==> src/rtl/mbox_pkg.sv <==
package mbox_pkg;
  localparam int unsigned HDR_N = 4;
  localparam logic [1:0] K_RAW   = 2'd0;
  localparam logic [1:0] K_REG   = 2'd1;
  localparam logic [1:0] K_FIELD = 2'd2;
  localparam logic [1:0] ST_OK   = 2'd0;
  localparam logic [1:0] ST_TMO  = 2'd1;
  localparam logic [1:0] ST_BAD  = 2'd2;
  typedef enum logic [2:0] {
    S_IDLE, S_TX, S_RXH, S_RXP, S_OUT, S_DRAIN
  } eng_state_e;
endpackage

==> src/rtl/mbox_poll_timer.sv <==
module mbox_poll_timer #(
  parameter int unsigned POLL_CYC   = 250000,
  parameter int unsigned POLL_LIMIT = 5000
) (
  input  logic clk,
  input  logic rst_n,
  input  logic run_i,
  input  logic busy_i,
  output logic grant_o,
  output logic expire_o
);
  localparam int unsigned PH_W = (POLL_CYC > 1) ? $clog2(POLL_CYC) : 1;
  localparam int unsigned FL_W = $clog2(POLL_LIMIT + 1);
  localparam logic [PH_W-1:0] PH_LAST = PH_W'(POLL_CYC - 1);
  localparam logic [FL_W-1:0] FL_MAX  = FL_W'(POLL_LIMIT);

  logic [PH_W-1:0] ph_q, ph_n;
  logic [FL_W-1:0] fl_q, fl_n;
  logic            probe;

  assign probe    = (ph_q == '0);
  assign grant_o  = run_i && probe && !busy_i;
  assign expire_o = run_i && probe && busy_i && (fl_q == FL_MAX);

  always_comb begin
    ph_n = ph_q;
    fl_n = fl_q;
    if (!run_i || grant_o) begin
      ph_n = '0;
      fl_n = '0;
    end else begin
      ph_n = (ph_q == PH_LAST) ? '0 : ph_q + 1'b1;
      if (probe && busy_i && !expire_o) fl_n = fl_q + 1'b1;
    end
  end

  always_ff @(posedge clk or negedge rst_n) begin
    if (!rst_n) begin
      ph_q <= '0;
      fl_q <= '0;
    end else begin
      ph_q <= ph_n;
      fl_q <= fl_n;
    end
  end
endmodule

==> src/rtl/mbox_hdr_check.sv <==
module mbox_hdr_check (
  input  logic [23:0] hdr_hi,
  input  logic [7:0]  hdr_lo,
  input  logic [7:0]  exp_opc,
  input  logic [7:0]  exp_mod,
  input  logic [15:0] exp_len,
  output logic        match,
  output logic [15:0] decl_len
);
  assign decl_len = {hdr_hi[7:0], hdr_lo};
  assign match    = (hdr_hi[23:16] == exp_opc) && (hdr_hi[15:8] == exp_mod) &&
                    (decl_len == exp_len);
endmodule

==> src/rtl/mbox_cmd_engine.sv <==
module mbox_cmd_engine
  import mbox_pkg::*;
#(
  parameter int unsigned POLL_CYC   = 250000,
  parameter int unsigned POLL_LIMIT = 5000
) (
  input  logic        clk,
  input  logic        rst_n,
  input  logic        req_valid,
  output logic        req_ready,
  input  logic [1:0]  req_kind,
  input  logic [7:0]  req_opcode,
  input  logic [7:0]  req_module,
  input  logic [15:0] req_len,
  input  logic [15:0] req_addr,
  input  logic [7:0]  req_start,
  input  logic [7:0]  req_bits,
  input  logic [31:0] req_value,
  input  logic        req_expect,
  input  logic [15:0] req_rsp_len,
  input  logic        req_chk_addr,
  input  logic [23:0] req_addr24,
  input  logic        pay_valid,
  input  logic [7:0]  pay_data,
  output logic        pay_ready,
  output logic        rsp_valid,
  output logic [7:0]  rsp_data,
  input  logic        rsp_ready,
  output logic        done,
  output logic [1:0]  done_status,
  input  logic        mb_full,
  output logic        mb_wr_en,
  output logic [7:0]  mb_wr_data,
  input  logic        mb_empty,
  output logic        mb_rd_en,
  input  logic [31:0] mb_rd_data
);
  localparam int unsigned SH_W = 8 * (HDR_N + 8);
  localparam int unsigned CNT_W = 17;

  eng_state_e        state_q, state_n;
  logic [CNT_W-1:0]  idx_q, idx_n, tot_q, tot_n, idx_inc;
  logic [SH_W-1:0]   sh_q, sh_n;
  logic [1:0]        kind_q, kind_n, stat_q, stat_n;
  logic [7:0]        opc_q, opc_n, mod_q, mod_n, rsp_q, rsp_n;
  logic [15:0]       elen_q, elen_n, len16, decl_len;
  logic              exp_q, exp_n, chk_q, chk_n, bad_q, bad_n, done_q, done_n;
  logic [23:0]       caddr_q, caddr_n, rxh_q, rxh_n;
  logic [63:0]       body;
  logic              run, busy, grant, expire, from_pay, hdr_ok, addr_hit;
  logic [7:0]        rx_byte, abyte;

  mbox_poll_timer #(.POLL_CYC(POLL_CYC), .POLL_LIMIT(POLL_LIMIT)) u_timer (
    .clk(clk), .rst_n(rst_n), .run_i(run), .busy_i(busy),
    .grant_o(grant), .expire_o(expire)
  );

  mbox_hdr_check u_hchk (
    .hdr_hi(rxh_q), .hdr_lo(rx_byte), .exp_opc(opc_q), .exp_mod(mod_q),
    .exp_len(elen_q), .match(hdr_ok), .decl_len(decl_len)
  );

  assign rx_byte    = mb_rd_data[7:0];
  assign idx_inc    = idx_q + 1'b1;
  assign from_pay   = (kind_q == K_RAW) && (idx_q >= CNT_W'(HDR_N));
  assign mb_wr_data = from_pay ? pay_data : sh_q[SH_W-1 -: 8];
  assign rsp_valid  = (state_q == S_OUT);
  assign rsp_data   = rsp_q;
  assign done       = done_q;
  assign done_status = stat_q;
  assign addr_hit   = chk_q && (idx_q >= CNT_W'(2)) && (idx_q <= CNT_W'(4));
  assign abyte      = (idx_q == CNT_W'(2)) ? caddr_q[23:16] :
                      (idx_q == CNT_W'(3)) ? caddr_q[15:8] : caddr_q[7:0];

  always_comb begin
    case (req_kind)
      K_REG:   begin len16 = 16'd6; body = {req_addr, req_value, 16'h0000}; end
      K_FIELD: begin len16 = 16'd8; body = {req_addr, req_start, req_bits, req_value}; end
      default: begin len16 = req_len; body = 64'h0; end
    endcase
  end

  always_comb begin
    state_n = state_q; idx_n = idx_q; tot_n = tot_q; sh_n = sh_q;
    kind_n = kind_q; opc_n = opc_q; mod_n = mod_q; elen_n = elen_q;
    exp_n = exp_q; chk_n = chk_q; caddr_n = caddr_q; rxh_n = rxh_q;
    bad_n = bad_q; rsp_n = rsp_q; stat_n = stat_q; done_n = 1'b0;
    run = 1'b0; busy = mb_empty;
    req_ready = 1'b0; pay_ready = 1'b0; mb_wr_en = 1'b0; mb_rd_en = 1'b0;
    case (state_q)
      S_IDLE: begin
        req_ready = 1'b1;
        if (req_valid) begin
          kind_n = req_kind; opc_n = req_opcode; mod_n = req_module;
          elen_n = req_rsp_len; exp_n = req_expect; chk_n = req_chk_addr;
          caddr_n = req_addr24; bad_n = 1'b0; idx_n = '0;
          tot_n = {1'b0, len16} + CNT_W'(HDR_N);
          sh_n = {req_opcode, req_module, len16, body};
          state_n = S_TX;
        end
      end
      S_TX: begin
        busy = mb_full;
        run = !from_pay || pay_valid;
        if (grant) begin
          mb_wr_en = 1'b1;
          pay_ready = from_pay;
          sh_n = {sh_q[SH_W-9:0], 8'h00};
          idx_n = idx_inc;
          if (idx_inc == tot_q) begin
            idx_n = '0;
            if (exp_q) state_n = S_RXH;
            else begin done_n = 1'b1; stat_n = ST_OK; state_n = S_IDLE; end
          end
        end else if (expire) begin
          done_n = 1'b1; stat_n = ST_TMO; state_n = S_IDLE;
        end
      end
      S_RXH, S_RXP, S_DRAIN: begin
        run = 1'b1;
        if (grant) begin
          mb_rd_en = 1'b1;
          if (state_q == S_RXH) begin
            rxh_n = {rxh_q[15:0], rx_byte};
            idx_n = idx_inc;
            if (idx_q == CNT_W'(HDR_N - 1)) begin
              idx_n = '0;
              tot_n = {1'b0, decl_len};
              if (decl_len == 16'd0) begin
                done_n = 1'b1; stat_n = hdr_ok ? ST_OK : ST_BAD; state_n = S_IDLE;
              end else state_n = hdr_ok ? S_RXP : S_DRAIN;
            end
          end else if (state_q == S_RXP) begin
            rsp_n = rx_byte;
            if (addr_hit && (rx_byte != abyte)) bad_n = 1'b1;
            state_n = S_OUT;
          end else begin
            idx_n = idx_inc;
            if (idx_inc == tot_q) begin
              done_n = 1'b1; stat_n = ST_BAD; state_n = S_IDLE;
            end
          end
        end else if (expire) begin
          done_n = 1'b1; stat_n = ST_TMO; state_n = S_IDLE;
        end
      end
      S_OUT: begin
        if (rsp_ready) begin
          idx_n = idx_inc;
          if (idx_inc == tot_q) begin
            done_n = 1'b1; stat_n = bad_q ? ST_BAD : ST_OK; state_n = S_IDLE;
          end else state_n = S_RXP;
        end
      end
      default: state_n = S_IDLE;
    endcase
  end

  always_ff @(posedge clk or negedge rst_n) begin
    if (!rst_n) begin
      state_q <= S_IDLE; idx_q <= '0; tot_q <= '0; sh_q <= '0;
      kind_q <= K_RAW; opc_q <= '0; mod_q <= '0; elen_q <= '0;
      exp_q <= 1'b0; chk_q <= 1'b0; caddr_q <= '0; rxh_q <= '0;
      bad_q <= 1'b0; rsp_q <= '0; stat_q <= ST_OK; done_q <= 1'b0;
    end else begin
      state_q <= state_n; idx_q <= idx_n; tot_q <= tot_n; sh_q <= sh_n;
      kind_q <= kind_n; opc_q <= opc_n; mod_q <= mod_n; elen_q <= elen_n;
      exp_q <= exp_n; chk_q <= chk_n; caddr_q <= caddr_n; rxh_q <= rxh_n;
      bad_q <= bad_n; rsp_q <= rsp_n; stat_q <= stat_n; done_q <= done_n;
    end
  end
endmodule

==> config.mk <==
export PLATFORM = sky130hd
export DESIGN_NAME = mbox_cmd_engine
export DESIGN_NICKNAME = d
export VERILOG_FILES = /design/src/rtl/mbox_pkg.sv /design/src/rtl/mbox_poll_timer.sv /design/src/rtl/mbox_hdr_check.sv /design/src/rtl/mbox_cmd_engine.sv
export SDC_FILE = /design/constraint.sdc
export NUM_CORES = 1
export LEC_CHECK = 0
export CAP_MARGIN = 20
export CORE_MARGIN = 5
export CORE_UTILIZATION = 55
export CTS_BUF_LIST = sky130_fd_sc_hd__clkbuf_4
export CTS_CLUSTER_SIZE = 12
export DETAILED_ROUTE_END_ITERATION = 8
export PLACE_DENSITY = 0.9
export SETUP_SLACK_MARGIN = 0.02
export SLEW_MARGIN = 20
export SYNTH_ARGS = -nofsm -noshare
export SYNTH_HDL_FRONTEND = slang
export SYNTH_HIERARCHICAL = 1
export SYNTH_SLANG_ARGS = --single-unit
export TNS_END_PERCENT = 10
==> constraint.sdc <==
create_clock -name clk -period 5.9 [get_ports clk]
set_input_delay 1.77 -clock clk [delete_from_list [all_inputs] [get_ports clk]]
set_output_delay 1.77 -clock clk [all_outputs]
set_load 0.01 [all_outputs]
After elaboration in Yosys (flattened, before gate mapping)
Index checks and enable logic that the tools add are counted.
{"block": "totals", "reg_bits": 260, "inputBits": 187, "output_inout_bits": 24, "word_cells": 179}
{"block": "op_classes", "add_sub_neg": 4, "n_lt_le_gt_ge": 3, "n_eq_ne": 34, "mux": 82, "n_bitwise": 1, "n_reduce_logical": 37}
{"op": "17-bit two-way mux", "count": 12}
{"op": "96-bit two-way mux", "count": 2}
{"op": "96-bit case mux with 2 select lines", "count": 1}
{"op": "64-bit case mux with 2 select lines", "count": 1}
{"op": "17-bit case mux with 4 select lines", "count": 1}
{"op": "18-bit two-way mux", "count": 2}
{"op": "3-bit two-way mux", "count": 12}
{"op": "17-bit by 2-bit == test with 1-bit output, second input constant", "count": 2}
{"op": "17-bit case mux with 2 select lines", "count": 1}
{"op": "2-bit two-way mux", "count": 16}
{"op": "16-bit case mux with 2 select lines", "count": 1}
{"op": "13-bit two-way mux", "count": 2}
{"op": "8-bit two-way mux", "count": 3}
{"op": "1-bit two-way mux", "count": 23}
{"op": "18-bit by 1-bit adder with 18-bit output, second input constant", "count": 1}
{"op": "18-bit == test, second input constant", "count": 1}
{"op": "18-bit zero test", "count": 1}
{"op": "16-bit by 3-bit adder with 17-bit output, second input constant", "count": 1}
{"op": "17-bit by 1-bit adder with 17-bit output, second input constant", "count": 1}
{"op": "17-bit == test", "count": 1}
{"op": "17-bit by 2-bit greater-or-equal comparator with 1-bit output, second input constant", "count": 1}
{"op": "17-bit by 3-bit greater-or-equal comparator with 1-bit output, second input constant", "count": 1}
{"op": "17-bit by 3-bit <= comparator with 1-bit output, second input constant", "count": 1}
{"op": "16-bit == test", "count": 1}
{"op": "other kinds (35)", "count": 72}

Logic depth before layout (Yosys ltp)
{"block": "logic_depth", "depth_word": 12, "depth_mapped": 23, "mapped_depth_nobuf": 17}

By module
The synthesis kept the hierarchy.
{"module": "mbox_cmd_engine", "n_inst": 1, "cells_each": 1215, "area_per_inst_um2": 11664.9, "seq_area_each_um2": 5730.5}
{"module": "mbox_poll_timer", "n_inst": 1, "cells_each": 190, "area_per_inst_um2": 1789.2, "seq_area_each_um2": 775.7}
{"module": "mbox_hdr_check", "n_inst": 1, "cells_each": 59, "area_per_inst_um2": 466.7, "seq_area_each_um2": 0.0}

Worst setup path after synthesis
OpenSTA, ideal clock, no wires.
{"block": "synth_path", "kind": "in2out", "start": "in pay_valid", "end": "out pay_ready", "arrival_time_ns": 3.846, "t_required_ns": 4.130, "slack_ns": 0.284, "cell_stages": 12, "n_path_buf": 2, "path_cell_list": "or3_1 > a21oi_1 > a21oi_1 > inv_1 > nor3_1 > nand2_1 > a21oi_1 > a21oi_1 > o21a_1 > buf_2 > clkbuf_1 > nor3_1"}
{"block": "synth_via", "elab_chain_cells": 6}
{"item": "start, declared", "line": "mbox_cmd_engine.sv:23", "text": "input logic pay_valid,"}
{"item": "1-bit logical OR", "line": "mbox_cmd_engine.sv:104", "text": "run = !from_pay || pay_valid;"}
{"item": "1-bit case mux with 2 select lines", "line": "mbox_cmd_engine.sv:90", "text": "case (state_q)"}
{"item": "net run", "line": "mbox_cmd_engine.sv:50", "text": "logic run, busy, grant, expire, from_pay, hdr_ok, addr_hit;"}
{"item": "1-bit logical AND (2 in series)", "line": "mbox_poll_timer.sv:22", "text": "assign grant_o = run_i && probe && !busy_i;"}
{"item": "net grant", "line": "mbox_cmd_engine.sv:50"}
{"item": "1-bit two-way mux", "line": "mbox_cmd_engine.sv:105", "text": "if (grant) begin"}
{"item": "1-bit two-way mux", "line": "mbox_cmd_engine.sv:90"}
{"item": "end, declared", "line": "mbox_cmd_engine.sv:25", "text": "output logic pay_ready,"}
The timed path passes the listed nets, and every way through them passes these cells.

Final worst setup path
Same ends and word-level chain as after synthesis.

==> summary.txt <==
Status
  – Run status: completed

Synth
  – Portion of synthesized cell area occupied by the leading cell type: 0.4674
  – Most repeated cell in the gate-level netlist after synthesis: sky130_fd_sc_hd__dfrtp_1
  – Count of yosys warnings during synthesis: 6
  – Share of synthesized registers carrying an async set or reset: 1.000
  – Dominant combinational cell family by area after synthesis: simple AND/OR/NAND/NOR gates
  – Top cells by count, synth: sky130_fd_sc_hd__dfrtp_1, sky130_fd_sc_hd__nand2_1, sky130_fd_sc_hd__o21ai_0, sky130_fd_sc_hd__mux2_2, sky130_fd_sc_hd__nor2_1
  – Distinct cell type count of the synthesized netlist: slightly below 70
  – Cell count after synthesis: 1464
  – Main area contributors after synthesis: sky130_fd_sc_hd__dfrtp_1, sky130_fd_sc_hd__mux2_2, sky130_fd_sc_hd__o21ai_0, sky130_fd_sc_hd__nand2_1, sky130_fd_sc_hd__xor2_1
  – Syn_nets: 1660
  – Post-synthesis adder-cell area fraction: 0.008089
  – Register bit total from synthesis: 260
  – Post-synth design cell area: around 14000 um2
  – Basic-gate share of the synthesized area counting and, or, nand and nor cells: 0.1749
  – Share of the synthesized area in compound gates (AO/OA/AOI/OAI): 0.1492
  – Post-synthesis mux area share: 0.09177
  – Primary FF master, synth: sky130_fd_sc_hd__dfrtp_1
  – Sequential area share after synthesis: 0.4674
  – Synthesized-area fraction occupied by xor and xnor cells: 0.06229
  – Biggest area consumer among synthesized cells: sky130_fd_sc_hd__dfrtp_1
  – Count of flip-flops with a built-in enable after synthesis: 0
  – Average cell area after synthesis: 9.509 um2

Clock network
  – Num CTS Buffers: about 70
  – TritonCTS clock tree: yes
  – Buffer depth of the longest clock path: 3
  – Reg clk slew, reported paths: 0.06 ns
  – Count of buffers added by post-CTS timing repair for setup: 0
  – Clock root buffer: sky130_fd_sc_hd__clkbuf_4
  – Sink Count: 260
  – Hold-fix buffers at CTS: 0
  – CTS resizes: 2
  – Clock network latency to the later pin of the worst-skew pair: approximately 0.7 ns
  – Clock H-tree levels: 3

Cells and area
  – Relative area change from synthesis to final layout: 20.35%
  – Final Cell Area: about 17000 um2
  – Share of final-layout standard cells stronger than drive strength 1: 0.1550
  – Non-Filler Instances: 2015
  – Post-layout utilization of the core: 0.6692
  – Final net count: 1826

Routing
  – Overall via count from detail_route: roughly 12000
  – Residual DRC: 0
  – Routed wl met3: 3084 um
  – Router iterations before antenna repair: 6
  – Detailed-route wire length per cell: ~19 um
  – Met2 Routed Length: roughly 19000 um
  – Top routing layer used: met5
  – Sum of routed wire segments on met1: approximately 16000 um
  – Drt via density: approximately 6.1
  – Total wire length after detailed routing: 39110 um
  – Drt first-iter violations: 1262
  – Number of routed nets with antenna violations: 0

Global route
  – Maximum number of pins on one net before global-route repair: 131
  – Number of antenna violations at the first check in global routing: 8
  – Vias in the first global route: between 10000 and 15000
  – Total gr overflow: 0
  – Wire length of the first global-routing pass: 62160 um
  – Gr usage total: 0.2676

Hold path
  – Kind of path behind the tightest hold check: flop to flop
  – Hold Path Cell Cnt: 2
  – Hold Crit Endpoint: sh_q[15]$_DFFE_PN0P_
  – Hold path start: sh_q[15]$_DFFE_PN0P_

Floorplan
  – Floorplan Core Area: between 20000 and 30000 um2
  – Total number of placement rows: 58
  – I/O Pins: ~210
  – Die span in x: ~170 um
  – Die ar.: approximately 29000 um2
  – Initial cell density of the core: 0.5560
  – Floorplan die height: between 150 and 200 um

STA
  – Share of the clock period used by the worst path: 0.9522
  – Worst Setup Slack, final: 0.2820 ns
  – Setup repair after global routing missed its margin: false
  – Worst Clk Skew: between 0.07 and 0.08 ns
  – Final count of pins violating max slew: 0
  – Slew at the pin closest to its max-slew limit: about 0.9 ns
  – Remaining max-slew budget at the tightest pin: 0.3922
  – Final sum of negative setup slack: 0 ns
  – Time the worst path needs with I/O delays and setup: around 5.6 ns
  – Number of setup violations in the final report: 0
  – Final count of hold timing violations: 0
  – Maximum clock frequency: 178.0 MHz
  – Final hold slack: between 0.4 and 0.5 ns

Power and ir drop
  – Worst vdd ir: 0.3350 mV
  – Tot Pwr: approximately 7.5 mW
  – Power density relative to cell area: between 400 and 500 nW/um2
  – Total leakage power: a little over 7 nW

Critical path
  – Crit Path Class: input port to output pin
  – R2R Path End: tot_q[14]$_DFFE_PN0P_
  – Signal arrival time at the worst endpoint: slightly below 4 ns
  – Worst setup slack for register-to-register paths: 1.72 ns
  – Worst-path maximum fanout: 3
  – Setup crit start kind: input port
  – Critical R2R Launch: idx_q[10]$_DFFE_PN0P_
  – Cells on worst reg2reg path: 17
  – Critical path data required time: 4.13 ns
  – Element type at the critical path end: output pin

Place
  – Cell area after placement: 15880 um2
  – RePlAce Congestion: about 0.95
  – Pre-CTS worst setup slack: -0.09095 ns
  – Port bufs: 186
  – Number of instances in the placed design: around 1900
  – HPWL Detailed: ~27000 um

Job
  – Max-capacitance violation count: 0
## routing by layer
metal,vias to the layer above,GRT usage
met4,6,0.1092
met2,589,0.4319
li1,5564,-
met1,5989,0.3504
met5,-,0
met3,116,0.06282
## how the worst max path moves through the flow
| stage | from | end | slack, ns |
|---|---|---|---|
| 6_report | pay_valid | pay_ready | 0.28 |
| 2_1_floorplan | pay_valid | pay_ready | 0.28 |
| 4_1_cts | pay_valid | mb_wr_en | 0.0007 |
| 3_3_place_gp | pay_valid | pay_ready | -0.05 |
| 3_5_place_dp | pay_valid | pay_ready | -0.09 |
| 5_1_grt | pay_valid | pay_ready | 0.08 |
## power breakdown
group / leakage, nW / switching [mW] / internal (mW) / total [mW]
logic: 3.26 / 1.78 / 1.29 / 3.07
clock network: 0.503 / 0.755 / 0.787 / 1.54
registers: 3.42 / 0.507 / 2.42 / 2.92
total: 7.19 / 3.04 / 4.49 / 7.53
## cell type report
class / instances / area, um2
clock buffers: 101 / 758.2
inverters: 29 / 108.9
diodes: 8 / 20.02
flip-flops and latches: 260 / 6506
repair buffers: 209 / 2066
well taps: 330 / 412.9
fillers: 1830 / 8283
multi-input cells: 1059 / 6797
clock inverters: 19 / 85.08
## cell usage in the layout (no fill, tap or decap), types with 8 or more instances in the layout
master	count
sky130_fd_sc_hd__dfrtp_1	260
sky130_fd_sc_hd__nand2_1	185
sky130_fd_sc_hd__clkdlybuf4s50_1	183
sky130_fd_sc_hd__o21ai_0	152
sky130_fd_sc_hd__clkbuf_4	101
sky130_fd_sc_hd__mux2_2	93
sky130_fd_sc_hd__nor2_1	86
sky130_fd_sc_hd__a21oi_1	79
sky130_fd_sc_hd__xor2_1	69
sky130_fd_sc_hd__a22oi_1	56
sky130_fd_sc_hd__nor3_1	51
sky130_fd_sc_hd__nand3_1	31
sky130_fd_sc_hd__xnor2_1	30
sky130_fd_sc_hd__inv_1	29
sky130_fd_sc_hd__nand4_1	24
sky130_fd_sc_hd__mux2i_1	23
sky130_fd_sc_hd__buf_4	21
sky130_fd_sc_hd__nor4_1	20
sky130_fd_sc_hd__or2_2	11
sky130_fd_sc_hd__clkinv_1	11
sky130_fd_sc_hd__nor2b_1	10
sky130_fd_sc_hd__or4_1	10
sky130_fd_sc_hd__o221ai_1	9
sky130_fd_sc_hd__and3_1	9
sky130_fd_sc_hd__a31oi_1	9
sky130_fd_sc_hd__diode_2	8
sky130_fd_sc_hd__ha_1	8
## registers in the layout, summed over array words and instances, names as in the netlist, 2 cells and up
name and cells:
sh_q 96, caddr_q 24, rxh_q 24, u_timer/ph_q 18, idx_q 17, tot_q 17, elen_q 16, u_timer/fl_q 13
mod_q 8, opc_q 8, rsp_data 8, state_q 3, done_status 2, kind_q 2
## cell families (layout without fill, tap and decap cells)
kind of cell	count (synthesis)	count (layout)
xor gates and xnor gates	99	99
buffers and inverters	145	358
other	0	8
AOI/OAI and AO/OA	347	347
muxes	116	116
and+or+nand+nor	488	488
adders and majority gates	9	9
DFF	260	260
## worst max-delay path, cell delays in order
cell	delay, ns
sky130_fd_sc_hd__clkdlybuf4s50_1	0.46
sky130_fd_sc_hd__or3_1	0.11
sky130_fd_sc_hd__a21oi_1	0.07
sky130_fd_sc_hd__a21oi_2	0.15
sky130_fd_sc_hd__inv_1	0.08
sky130_fd_sc_hd__nor3_2	0.21
sky130_fd_sc_hd__nand2_1	0.09
sky130_fd_sc_hd__a21oi_1	0.16
sky130_fd_sc_hd__a21oi_1	0.08
sky130_fd_sc_hd__o21a_1	0.21
sky130_fd_sc_hd__nor3_1	0.16
sky130_fd_sc_hd__dlygate4sd2_1	0.29
Note: power is estimated with default switching activity, not from simulation.
